`config.mk`:
```
export PLATFORM = sky130hd
export DESIGN_NAME = alu8_ccr
export DESIGN_NICKNAME = d
export VERILOG_FILES = /design/src/rtl/alu8_ccr.sv
export SDC_FILE = /design/constraint.sdc
export NUM_CORES = 1
export LEC_CHECK = 0
export BUFFER_PORTS_ARGS = -buffer_cell sky130_fd_sc_hd__buf_2
export CORE_AREA = 2 2 97 99
export CTS_BUF_LIST = sky130_fd_sc_hd__clkbuf_8 sky130_fd_sc_hd__clkbuf_16
export CTS_CLUSTER_DIAMETER = 200
export CTS_CLUSTER_SIZE = 28
export DETAILED_ROUTE_END_ITERATION = 12
export DIE_AREA = 0 0 99 101
export PLACE_DENSITY = 0.7
export SYNTH_ARGS = -nofsm -noshare
export SYNTH_HDL_FRONTEND = slang
export SYNTH_SLANG_ARGS = --single-unit
```
`constraint.sdc`:
```
create_clock -name clk -period 9.48 [get_ports clk]
set_input_delay 1.422 -clock clk [delete_from_list [all_inputs] [get_ports clk]]
set_output_delay 1.422 -clock clk [all_outputs]
set_load 0.03 [all_outputs]
```
`src/rtl/alu8_ccr.sv`:
```
module alu8_ccr #(
  parameter int AW  = 16,
  parameter int OPW = 5
) (
  input  logic           clk,
  input  logic           rst_n,
  input  logic           op_valid,
  input  logic [OPW-1:0] op,
  input  logic [AW-1:0]  opa,
  input  logic [AW-1:0]  opb,
  output logic [AW-1:0]  result,
  output logic [7:0]     ccr
);
  localparam int FC = 0, FV = 1, FZ = 2, FN = 3, FH = 5;
  localparam logic [7:0] CCR_RST = 8'hD0;

  localparam logic [OPW-1:0] K_ADD = 0,  K_ADC = 1,  K_SUB = 2,  K_SBC = 3,
                             K_CMP = 4,  K_AND = 5,  K_OR  = 6,  K_EOR = 7,
                             K_MOV = 8,  K_ASL = 9,  K_LSR = 10, K_ROL = 11,
                             K_ROR = 12, K_DAA = 13, K_INC = 14, K_DEC = 15,
                             K_ABX = 16, K_XFR = 17;

  logic [7:0] a8, b8;
  logic       cin;
  assign a8  = opa[7:0];
  assign b8  = opb[7:0];
  assign cin = ccr[FC];

  logic       use_c;
  logic [8:0] sum9, dif9;
  logic [4:0] half;
  assign use_c = (op == K_ADC) || (op == K_SBC);
  assign sum9  = {1'b0, a8} + {1'b0, b8} + {8'b0, use_c & cin};
  assign half  = {1'b0, a8[3:0]} + {1'b0, b8[3:0]} + {4'b0, use_c & cin};
  assign dif9  = {1'b0, a8} - {1'b0, b8} - {8'b0, use_c & cin};

  logic lo_fix, hi_fix;
  assign lo_fix = ccr[FH] || (a8[3:0] > 4'd9);
  assign hi_fix = cin || (a8 > 8'h99);

  logic [AW-1:0] nres;
  logic [7:0]    nccr, r8;
  logic          upd_nz, shv;

  always_comb begin
    nres   = result;
    nccr   = ccr;
    r8     = 8'h00;
    upd_nz = 1'b0;
    shv    = 1'b0;
    case (op)
      K_ADD, K_ADC: begin
        r8 = sum9[7:0]; upd_nz = 1'b1;
        nres = {{(AW-8){1'b0}}, r8};
        nccr[FC] = sum9[8];
        nccr[FH] = half[4];
        nccr[FV] = (a8[7] == b8[7]) && (r8[7] != a8[7]);
      end
      K_SUB, K_SBC, K_CMP: begin
        r8 = dif9[7:0]; upd_nz = 1'b1;
        if (op != K_CMP) nres = {{(AW-8){1'b0}}, r8};
        nccr[FC] = dif9[8];
        nccr[FV] = (a8[7] != b8[7]) && (r8[7] != a8[7]);
      end
      K_AND, K_OR, K_EOR, K_MOV: begin
        case (op)
          K_AND:   r8 = a8 & b8;
          K_OR:    r8 = a8 | b8;
          K_EOR:   r8 = a8 ^ b8;
          default: r8 = a8;
        endcase
        upd_nz = 1'b1;
        nres = {{(AW-8){1'b0}}, r8};
        nccr[FV] = 1'b0;
      end
      K_ASL, K_LSR, K_ROL, K_ROR: begin
        case (op)
          K_ASL:   begin r8 = {a8[6:0], 1'b0}; nccr[FC] = a8[7]; end
          K_LSR:   begin r8 = {1'b0, a8[7:1]}; nccr[FC] = a8[0]; end
          K_ROL:   begin r8 = {a8[6:0], cin};  nccr[FC] = a8[7]; end
          default: begin r8 = {cin, a8[7:1]};  nccr[FC] = a8[0]; end
        endcase
        upd_nz = 1'b1; shv = 1'b1;
        nres = {{(AW-8){1'b0}}, r8};
      end
      K_DAA: begin
        r8 = a8 + {hi_fix ? 4'h6 : 4'h0, lo_fix ? 4'h6 : 4'h0};
        upd_nz = 1'b1;
        nres = {{(AW-8){1'b0}}, r8};
        nccr[FC] = hi_fix;
        nccr[FV] = 1'b0;
      end
      K_INC, K_DEC: begin
        nres = (op == K_INC) ? opa + 1'b1 : opa - 1'b1;
        nccr[FZ] = (nres == '0);
      end
      K_ABX: nres = opa + {{(AW-8){1'b0}}, b8};
      K_XFR: nres = opa;
      default: ;
    endcase
    if (upd_nz) begin
      nccr[FN] = r8[7];
      nccr[FZ] = (r8 == 8'h00);
    end
    if (shv) nccr[FV] = nccr[FN] ^ nccr[FC];
  end

  always_ff @(posedge clk) begin
    if (!rst_n) begin
      result <= '0;
      ccr    <= CCR_RST;
    end else if (op_valid) begin
      result <= nres;
      ccr    <= nccr;
    end
  end
endmodule

```
==> reports/results.tsv <==
metric	value	unit
start_kind	primary input	
clkTransAtPathRegs	80	ps
dieHeight	101	um
synth-edff-count	0	
cts_resized	0	
clk_latency	260	ps
synth.area.top_cells	ha_1, dfxtp_1, a21oi_1	
syn_area_per_cell	7.55	um^2
drive_gt1_frac	0.133	
drt_iter0_drc	418	
yosys.area_share.xor_xnor	0.0722	
power	404	uW
tns	0	ps
p_leak	1.95	nW
grt_use_met1	0.407	
yosys_most_used_dff	dfxtp_1	
grt_util_met3	0.0340	
via_per_inst	6.50	
grt_util_all_layers	0.274	
synthesis.area	4370	um^2
final_nets	705	
synth_top_family_by_area	compound AO/OA/AOI/OAI gates	
fin_crit_sh	0.552	
ys_seq_area_frac	0.0963	
globalRoute.totalOverflow	0	
synth-seq-cells	21	
synthCells	578	
antenna_left	0	
end_kind	flop	
clock.fmax	0.191	GHz
gr-max-usage-layer	met2	
critPathArrivalTime	5420	ps
hold_buffers	0	
pwr_density_cell	87.0	nW/um^2
synth_cell_types	87	
critPathKind	in -> reg	
grt_max_degree	52	
slew_headroom	0.266	
period_needed	5240	ps
synthSimpleGateAreaFrac	0.222	
slew_viol_final	0	
yosys.area.top_type	ha_1	
setup_viol	0	
syn_to_final_growth	6.42	%
synth_top_area_frac	0.140	
clk_path_buf_depth	2	
clock-sinks	21	
wire_per_inst	19.2	um
layout_common_cells	buf_2, a21oi_1, ha_1	
initial_core_util	0.486	
async_flop_share	0	
grt_antenna_before_repair	0	
diodes	0	
skew	3.77	ps
hold_viol	0	
root_buffer	clkbuf_8	
hp-class	reg -> reg	
synthAdderAreaFrac	0.173	
ir_worst_vdd	0.0465	mV
die_w	99	um
grt_pass1_wl	22400	um
worstPathMaxFanout	22	
numCtsBuffers	3	
timing.final.ws_setup	4240	ps
cts_setup_buffers	0	
grt_pass1_vias	4289	
cts_tree	done	
num_rows	35	
h-tree-depth	1	
crit_path_max_incr_delay	500	ps
wirelength	13800	um
dpl.hpwl	10800	um
post-place-ws	4090	ps
cp_slowest_cell	nor4_1	
final_common_cell	buf_2	
dr.pass1.iters	5	
io_buffer_count	52	
die_area	10000	um^2
drc	0	
crit_required	9670	ps
worst-slew-pin-transition	1090	ps
rsz0062_at_grt	false	
yosys_warnings	0	
synthMuxAreaShare	0.0235	
core_area	8980	um^2
gp_congestion	0.932	
outcome	complete, no violations	
io_pins	64	
drv_cap	0	
path_cells	buf_2 -> nand4b_2 -> nor2_1 -> inv_1 -> ha_1 -> a2111oi_2 -> o21ai_1 -> and3_1 -> nor4_2 -> o2111ai_1 -> nor4_1 -> nand4_1 -> o211ai_1	
num_vias	4673	
gr-usage-met2	0.422	
synth_compound_area_frac	0.337	
[state kept, by name, summed over array words and instances, names as in the netlist]
name    flops
result     16
ccr         5
[path summary, 6_finish.rpt]
path                to  slack, ps  cells after the start      start
min reg2reg  result[0]        470                      2  result[0]
max             ccr[2]       4240                     13      op[1]
max reg2reg     ccr[2]       5800                     13     ccr[0]
min          result[0]        470                      2  result[0]
[cell type report]
class / instances / area, um^2
Sequential cell: 21 / 420
Tap cell: 111 / 139
Multi-Input combinational cell: 492 / 3630
Fill cell: 874 / 4330
Inverter: 37 / 139
Timing Repair Buffer: 54 / 275
Clock buffer: 3 / 41.3
Clock inverter: 1 / 5.00
[routing by layer]
| layer | wire [um] | vias up |
|---|---|---|
| li1 | - | 2231 |
| met1 | 6530 | 2224 |
| met2 | 6020 | 203 |
| met3 | 1030 | 15 |
| met4 | 212 | 0 |
| met5 | 0 | - |
[synth_stat cells (5+ instances only)]
cell type	count
xnor2_1	17
mux2i_1	8
buf_6	5
fa_1	7
o21bai_1	5
o22ai_1	5
ha_1	49
buf_4	9
o221ai_1	5
nor2_1	41
a21oi_1	49
or2_2	7
o21ai_0	32
nand4_1	8
nor4_1	8
a31oi_1	13
nand2b_1	5
nor3_1	16
clkbuf_1	13
inv_1	36
a21o_1	13
nand3_1	18
nor2b_1	9
xor2_1	19
nand2_1	34
dfxtp_1	21
a211oi_1	6
o21a_1	5
o211ai_1	7
o2111ai_1	5
[metrics by stage]
stage / area, um^2 / hold WS [ps] / instances / util
2_1_floorplan: 4370 / 585 / 580 / -
3_5_place_dp: 4600 / 452 / 715 / 0.512
4_1_cts: 4650 / 463 / 719 / 0.517
3_3_place_gp: 4600 / 452 / 715 / 0.512
5_1_grt: 4650 / 499 / 719 / 0.517
6_report: 4650 / 465 / 719 / 0.517
[power by group]
group | leakage, nW | total [mW] | internal (mW) | switching [mW]
Clock | 0.0255 | 0.0601 | 0.0293 | 0.0307
Sequential | 0.172 | 0.0973 | 0.0940 | 0.00336
Combinational | 1.75 | 0.247 | 0.0893 | 0.158
Total | 1.95 | 0.404 | 0.213 | 0.192
[critical path, delay by kind of cell]
| family | cells | cell delay, ps |
|---|---|---|
| AOI/OAI and AO/OA | 4 | 980 |
| and+or+nand+nor | 6 | 1830 |
| buffers and inverters | 2 | 710 |
| adders and majority gates | 1 | 470 |
[cells by family after synthesis]
group,after synthesis
simple gates,179
fa+ha+maj,56
buf+inv,67
flops,21
mux,10
compound gates,208
xor+xnor,36
other cells,1
(Power assumes the default switching activity.)
